[config.mk]
export PLATFORM = sky130hd
export DESIGN_NAME = tone_synth
export DESIGN_NICKNAME = d
export VERILOG_FILES = /design/src/rtl/tone_pkg.sv /design/src/rtl/tone_cfg_regs.sv /design/src/rtl/tone_phase_gen.sv /design/src/rtl/tone_cos_lut.sv /design/src/rtl/tone_chan_stage.sv /design/src/rtl/tone_synth.sv
export SDC_FILE = /design/constraint.sdc
export NUM_CORES = 1
export LEC_CHECK = 0
export BUFFER_PORTS_ARGS = -buffer_cell sky130_fd_sc_hd__buf_2
export CORE_MARGIN = 5
export CORE_UTILIZATION = 30
export CTS_BUF_LIST = sky130_fd_sc_hd__clkbuf_4 sky130_fd_sc_hd__clkbuf_8
export CTS_CLUSTER_SIZE = 40
export DETAILED_ROUTE_END_ITERATION = 8
export PLACE_DENSITY_LB_ADDON = 0.2
export SLEW_MARGIN = 20
export SYNTH_ARGS = -nofsm -noshare
export SYNTH_HDL_FRONTEND = slang
export SYNTH_HIERARCHICAL = 1
export SYNTH_SLANG_ARGS = --single-unit
[constraint.sdc]
create_clock -name clk -period 12.75 [get_ports clk]
set_input_delay 2.55 -clock clk [delete_from_list [all_inputs] [get_ports clk]]
set_output_delay 2.55 -clock clk [all_outputs]
set_load 0.005 [all_outputs]
[src/rtl/tone_pkg.sv]
package tone_pkg;

    localparam int CODE_W = 8;

    typedef enum logic [1:0] {
        INV_NONE = 2'b00,
        INV_ALL  = 2'b01,
        INV_TOP  = 2'b10,
        INV_LOW  = 2'b11
    } inv_mode_e;

    typedef struct packed {
        logic [CODE_W-1:0] offset;
        inv_mode_e         inv;
        logic [1:0]        scale;
        logic              en;
    } chan_cfg_t;

endpackage

[src/rtl/tone_cfg_regs.sv]
module tone_cfg_regs
    import tone_pkg::*;
#(
    parameter int ACC_W  = 16,
    parameter int DIV_W  = 3,
    parameter int NUM_CH = 2,
    parameter int ADDR_W = 2
) (
    input  logic                    clk,
    input  logic                    rst_n,
    input  logic                    wr_en,
    input  logic [ADDR_W-1:0]       wr_addr,
    input  logic [ACC_W-1:0]        wr_data,
    output logic                    tone_en,
    output logic [DIV_W-1:0]        div,
    output logic [ACC_W-1:0]        step,
    output chan_cfg_t [NUM_CH-1:0]  ch_cfg
);

    localparam int OFF_LSB = 8;

    typedef struct packed {
        logic                   tone_en;
        logic [DIV_W-1:0]       div;
        logic [ACC_W-1:0]       step;
        chan_cfg_t [NUM_CH-1:0] ch;
    } regs_t;

    regs_t regs_d, regs_q;

    always_comb begin
        regs_d = regs_q;
        if (wr_en) begin
            if (wr_addr == ADDR_W'(0)) begin
                regs_d.tone_en = wr_data[0];
                regs_d.div     = wr_data[DIV_W:1];
            end
            if (wr_addr == ADDR_W'(1)) begin
                regs_d.step = wr_data;
            end
            for (int c = 0; c < NUM_CH; c++) begin
                if (wr_addr == ADDR_W'(c + 2)) begin
                    regs_d.ch[c].en     = wr_data[0];
                    regs_d.ch[c].scale  = wr_data[2:1];
                    regs_d.ch[c].inv    = inv_mode_e'(wr_data[4:3]);
                    regs_d.ch[c].offset = wr_data[OFF_LSB +: CODE_W];
                end
            end
        end
    end

    always_ff @(posedge clk) begin
        if (!rst_n) begin
            regs_q <= '0;
        end else begin
            regs_q <= regs_d;
        end
    end

    assign tone_en = regs_q.tone_en;
    assign div     = regs_q.div;
    assign step    = regs_q.step;
    assign ch_cfg  = regs_q.ch;

endmodule

[src/rtl/tone_phase_gen.sv]
module tone_phase_gen #(
    parameter int ACC_W = 16,
    parameter int DIV_W = 3
) (
    input  logic             clk,
    input  logic             rst_n,
    input  logic             tone_en,
    input  logic [DIV_W-1:0] div,
    input  logic [ACC_W-1:0] step,
    output logic [DIV_W-1:0] cnt,
    output logic [ACC_W-1:0] phase
);

    typedef struct packed {
        logic [DIV_W-1:0] cnt;
        logic [ACC_W-1:0] phase;
    } acc_t;

    acc_t acc_d, acc_q;

    always_comb begin
        acc_d = acc_q;
        if (tone_en) begin
            // a compare by >= lets a smaller divider take hold at once
            if (acc_q.cnt >= div) begin
                acc_d.cnt   = '0;
                acc_d.phase = acc_q.phase + step;
            end else begin
                acc_d.cnt = acc_q.cnt + DIV_W'(1);
            end
        end
    end

    always_ff @(posedge clk) begin
        if (!rst_n) begin
            acc_q <= '0;
        end else begin
            acc_q <= acc_d;
        end
    end

    assign cnt   = acc_q.cnt;
    assign phase = acc_q.phase;

endmodule

[src/rtl/tone_cos_lut.sv]
module tone_cos_lut #(
    parameter int LUT_AW = 8,
    parameter int W      = 8
) (
    input  logic [LUT_AW-1:0] idx,
    output logic [W-1:0]      sample
);

    localparam int    DEPTH = 1 << LUT_AW;
    localparam int    QTR   = DEPTH / 4;
    localparam int    FRAC  = 20;
    localparam longint ONE  = 64'sd1 << FRAC;
    localparam longint PI_Q = 64'sd3294199;
    localparam longint AMP  = (64'sd1 <<< (W - 1)) - 64'sd1;

    // cosine of k quarter-steps on [0, pi/2], fixed point, scaled to AMP
    function automatic longint quarter_cos(input int k);
        longint x, x2, x4, x6, x8, c;
        x  = (longint'(k) * PI_Q) / longint'(2 * QTR);
        x2 = (x * x) >>> FRAC;
        x4 = (x2 * x2) >>> FRAC;
        x6 = (x4 * x2) >>> FRAC;
        x8 = (x4 * x4) >>> FRAC;
        c  = ONE - x2 / 2 + x4 / 24 - x6 / 720 + x8 / 40320;
        return (AMP * c + (ONE >>> 1)) >>> FRAC;
    endfunction

    function automatic logic [DEPTH*W-1:0] build_table();
        logic [DEPTH*W-1:0] t;
        longint v;
        int q, r;
        t = '0;
        for (int i = 0; i < DEPTH; i++) begin
            q = i / QTR;
            r = i % QTR;
            case (q)
                0:       v = quarter_cos(r);
                1:       v = -quarter_cos(QTR - r);
                2:       v = -quarter_cos(r);
                default: v = quarter_cos(QTR - r);
            endcase
            t[i*W +: W] = v[W-1:0];
        end
        return t;
    endfunction

    localparam logic [DEPTH*W-1:0] TABLE = build_table();

    assign sample = TABLE[idx*W +: W];

endmodule

[src/rtl/tone_chan_stage.sv]
module tone_chan_stage
    import tone_pkg::*;
(
    input  logic              clk,
    input  logic              rst_n,
    input  logic              tone_en,
    input  chan_cfg_t         cfg,
    input  logic [CODE_W-1:0] sample,
    output logic [CODE_W-1:0] code
);

    localparam logic [CODE_W-1:0] TOP_BIT = {1'b1, {(CODE_W-1){1'b0}}};

    typedef struct packed {
        logic [CODE_W-1:0] code;
    } stage_t;

    stage_t st_d, st_q;
    logic signed [CODE_W-1:0] shaped;
    logic [CODE_W-1:0]        flipped;

    always_comb begin
        st_d   = st_q;
        shaped = $signed(sample) >>> cfg.scale;
        case (cfg.inv)
            INV_NONE: flipped = shaped;
            INV_ALL:  flipped = ~shaped;
            INV_TOP:  flipped = shaped ^ TOP_BIT;
            default:  flipped = shaped ^ ~TOP_BIT;
        endcase
        if (tone_en && cfg.en) begin
            st_d.code = flipped + cfg.offset;
        end else begin
            st_d.code = cfg.offset;
        end
    end

    always_ff @(posedge clk) begin
        if (!rst_n) begin
            st_q <= '0;
        end else begin
            st_q <= st_d;
        end
    end

    assign code = st_q.code;

endmodule

[src/rtl/tone_synth.sv]
module tone_synth
    import tone_pkg::*;
#(
    parameter int ACC_W  = 16,
    parameter int DIV_W  = 3,
    parameter int LUT_AW = 8,
    parameter int NUM_CH = 2,
    localparam int ADDR_W = $clog2(NUM_CH + 2)
) (
    input  logic                     clk,
    input  logic                     rst_n,
    input  logic                     wr_en,
    input  logic [ADDR_W-1:0]        wr_addr,
    input  logic [ACC_W-1:0]         wr_data,
    output logic [NUM_CH*CODE_W-1:0] chan_code
);

    logic                   tone_en;
    logic [DIV_W-1:0]       div_q;
    logic [ACC_W-1:0]       step_q;
    chan_cfg_t [NUM_CH-1:0] ch_cfg;
    logic [DIV_W-1:0]       cnt_q;
    logic [ACC_W-1:0]       phase_q;
    logic [CODE_W-1:0]      sample;

    tone_cfg_regs #(
        .ACC_W (ACC_W),
        .DIV_W (DIV_W),
        .NUM_CH(NUM_CH),
        .ADDR_W(ADDR_W)
    ) u_regs (
        .clk    (clk),
        .rst_n  (rst_n),
        .wr_en  (wr_en),
        .wr_addr(wr_addr),
        .wr_data(wr_data),
        .tone_en(tone_en),
        .div    (div_q),
        .step   (step_q),
        .ch_cfg (ch_cfg)
    );

    tone_phase_gen #(
        .ACC_W(ACC_W),
        .DIV_W(DIV_W)
    ) u_phase (
        .clk    (clk),
        .rst_n  (rst_n),
        .tone_en(tone_en),
        .div    (div_q),
        .step   (step_q),
        .cnt    (cnt_q),
        .phase  (phase_q)
    );

    tone_cos_lut #(
        .LUT_AW(LUT_AW),
        .W     (CODE_W)
    ) u_lut (
        .idx   (phase_q[ACC_W-1 -: LUT_AW]),
        .sample(sample)
    );

    for (genvar c = 0; c < NUM_CH; c++) begin : g_chan
        tone_chan_stage u_stage (
            .clk    (clk),
            .rst_n  (rst_n),
            .tone_en(tone_en),
            .cfg    (ch_cfg[c]),
            .sample (sample),
            .code   (chan_code[c*CODE_W +: CODE_W])
        );
    end

endmodule

==> flow_summary.toml <==
[status]
outcome = "finished, final reports clean"

[routing]
via_count = 6205
routed_wl_mm = 19.66
avgViaCountPerCell = 5.462
firstDrtPassIters = 7
drc = 0
wl_per_cell_um = 17.31
drtAntennaViolNets = 0
detail_route.iter0.violations = 589

[critical_path]
slowest_stage = "dfxtp_1"
cp_num_buf_inv = 1
cp.arrival_ps = 5370
crit_path_start = "u_phase/phase[9]"
timing.rr.start = "u_phase/phase[9]"
cp-start-kind = "register"
timing.reg2reg.worst_path_depth = 16
end_kind = "register"
slowest_delay_ps = 770
crit_chain = "inv_1 > ha_1 > nand2b_1 > a31oi_1 > a211oi_1 > o311ai_0 > o22ai_1 > mux2i_1 > a21oi_1 > xor2_1 > ha_1 > nand3_1 > a21oi_1 > or4_1 > nand2_1 > mux2i_1"
worstSetupEndpoint = "g_chan[1].u_stage/code[7]"
cp.depth = 16
regToRegSetupSlack_ps = 7670
cp_max_fo = 19
crit_type = "register to register"
crit_required_ps = 13050
critical_path.top_delay_family = "compound AO/OA/AOI/OAI gates"
r2r-end = "g_chan[1].u_stage/code[7]"

[sta]
fmax_ghz = 0.1970
period_share = 0.3981
hold_viol = 0
fin_tns_setup_ps = 0
slew_violations = 0
grt_setup_unrepaired = "false"
clock_skew_ps = 16.29
setup_viol = 0
tightest_slew_ps = 730.7
period_needed_ps = 5076
max-slew-margin-rel = 0.5122
fin_ws_ps = 7674

[global_routing]
grt_usage = 0.1485
grt_pass1_vias = 5937
grt_pass1_wl_mm = 31.88
antenna_found_initial = 0
grt_overflow = 0
grt_max_degree = 75

[die]
die_h_um = 162.2
ios = 37
core_um2 = 22710
fp.dieArea_um2 = 26320
row_count = 55
fp.dieW_um = 162.2
start_util = 0.3061

[synthesis]
synth_seq_cells = 81
synthAdderAreaFrac = 0.1004
synth.top_cells.by_count = "nand2_1, dfxtp_1, mux2i_1"
yosys-mux-area-fraction = 0.1246
synth_compound_area_frac = 0.2232
synth_area_um2 = 6952
yosys_warnings = 6
synth_top_family_by_area = "compound AO/OA/AOI/OAI gates"
yosysMostFrequentCell = "nand2_1"
ys_seq_area_frac = 0.2333
synthArstFlopShare = 0
ys.flop_type = "dfxtp_1"
synth-simple-area-share = 0.2072
yosysTopAreaCellShare = 0.2333
synthDistinctLibCells = 79
synth_xor_xnor_area_share = 0.04788
syn_nets = 933
synth_enable_flop_cells = 0
syn_area_per_cell_um2 = 8.102
yosys.area.top_type = "dfxtp_1"
synth_area_leaders = "dfxtp_1, mux2i_1, ha_1, nand2_1, a21oi_1"
synth_cells = 858

[clocking]
cts.reportedPaths.clkPinSlew_ps = 90
h-tree-depth = 3
cts_hold_buf = 0
cts-root-buf = "clkbuf_8"
clockBufferDepth = 2
worstSkewPairLatency_ps = 370
post_cts_resized = 0
cts_buffers = 9
cts_tree = "yes"
postCtsSetupRepairBufs = 0
clock_sinks = 81

[cells_and_area]
post-route-cell-area_um2 = 7391
diodes = 0
synthToLayoutAreaGrowth_pct = 6.318
drive_above_1_share = 0.1093
nNetsFinal = 922

[min_path]
hold_path.class = "register to register"
whs_path_depth = 2

[power]
power.internal_uw = 382.6
p_seq_frac = 0.499
switching_share = 0.2862
cellLeakagePower_nw = 2.953
clock_power_share = 0.358
combPwrFrac = 0.144
p_switching_uw = 153.5
powerDensity_nw_per_um2 = 72.53
vdd_drop_max_v = 0.00006276

[place]
dp_slack_ps = 7739
dp_hpwl_mm = 13.85
port_buffers = 36
dpl_cell_area_um2 = 7183
gp_congestion = 0.8380

[job]
maxCapViolations = 0
kinds of logic after synthesis:
family | Yosys count
compound gates | 226
xor+xnor | 38
mux | 76
flops | 81
buf+inv | 86
fa+ha+maj | 54
simple gates | 297
registers in the layout, indices dropped and copies added (netlist names):
name                 flops
u_phase/cnt              3
u_regs/tone_en           1
g_chan.u_stage/code     16
u_regs/div               3
u_phase/phase           16
u_regs/step             16
u_regs/ch_cfg           26
power by group through the flow:
| stage | logic, mW | clock network [mW] | registers, mW |
|---|---|---|---|
| after global placement | 0.0774 | 0 | 0.274 |
| after detailed placement | 0.0767 | 0 | 0.274 |
| after global routing | 0.0860 | 0.210 | 0.269 |
| after floorplan | 0.0607 | 0 | 0.269 |
| after CTS | 0.0770 | 0.201 | 0.268 |
| final | 0.0770 | 0.192 | 0.267 |
cell type report:
type	count	area (um2)
Fill cell	2432	15320
Clock inverter	6	68.82
Sequential cell	81	1625
Timing Repair Buffer	44	250.2
Inverter	20	77.57
Tap cell	285	356.6
Clock buffer	9	123.9
Multi-Input combinational cell	691	4888
tightest hold or removal path: cells and delay by family (launching register included):
family | cells | cell delay, ps
AND/OR/NAND/NOR | 1 | 50
AO/OA/AOI/OAI | 1 | 50
flip-flops | 1 | 320
cells in the final DEF (no fill, tap or decap), types with 10 or more instances in the layout:
cell type	count
a31oi_1	10
ha_1	51
a21o_1	11
xnor2_1	20
dfxtp_1	78
buf_2	35
and2_1	11
inv_1	18
o21ai_0	37
nand3_1	23
mux2i_1	64
nand2_1	132
a21oi_1	49
nor2b_1	13
o211ai_1	18
nor2_1	41
a211oi_1	18
nand2b_1	21
nor3_1	10
xor2_1	18
metrics by stage:
| stage | total power, mW | utilization | std cells | hold WS [ps] |
|---|---|---|---|---|
| after floorplan | 0.3299 | - | 858 | 434.7 |
| after global placement | 0.3510 | 0.3163 | 1120 | 444.7 |
| after detailed placement | 0.3503 | 0.3163 | 1120 | 448.3 |
| after CTS | 0.5455 | 0.3248 | 1135 | 463.5 |
| after global routing | 0.5650 | 0.3255 | 1136 | 480.3 |
| final | 0.5361 | 0.3255 | 1136 | 459.7 |
worst min-delay path by stage:
stage | startpoint | endpoint | slack, ps
6_report | u_phase/phase[3] | u_phase/phase[3] | 460
5_1_grt | u_phase/phase[6] | u_phase/phase[6] | 480
4_1_cts | u_regs/div[1] | u_regs/div[1] | 460
3_5_place_dp | u_regs/div[1] | u_regs/div[1] | 450
3_3_place_gp | u_regs/div[2] | u_regs/div[2] | 440
2_1_floorplan | u_regs/div[1] | u_regs/div[1] | 430
metal layers:
metal | GRT usage | vias up | wire length [um]
li1 | - | 3100 | -
met1 | 0.2152 | 2909 | 9909
met2 | 0.2283 | 165 | 8577
met3 | 0.02233 | 31 | 752
met4 | 0.04229 | 0 | 418
met5 | 0 | - | 0
Power figures use the tool's default switching activity.
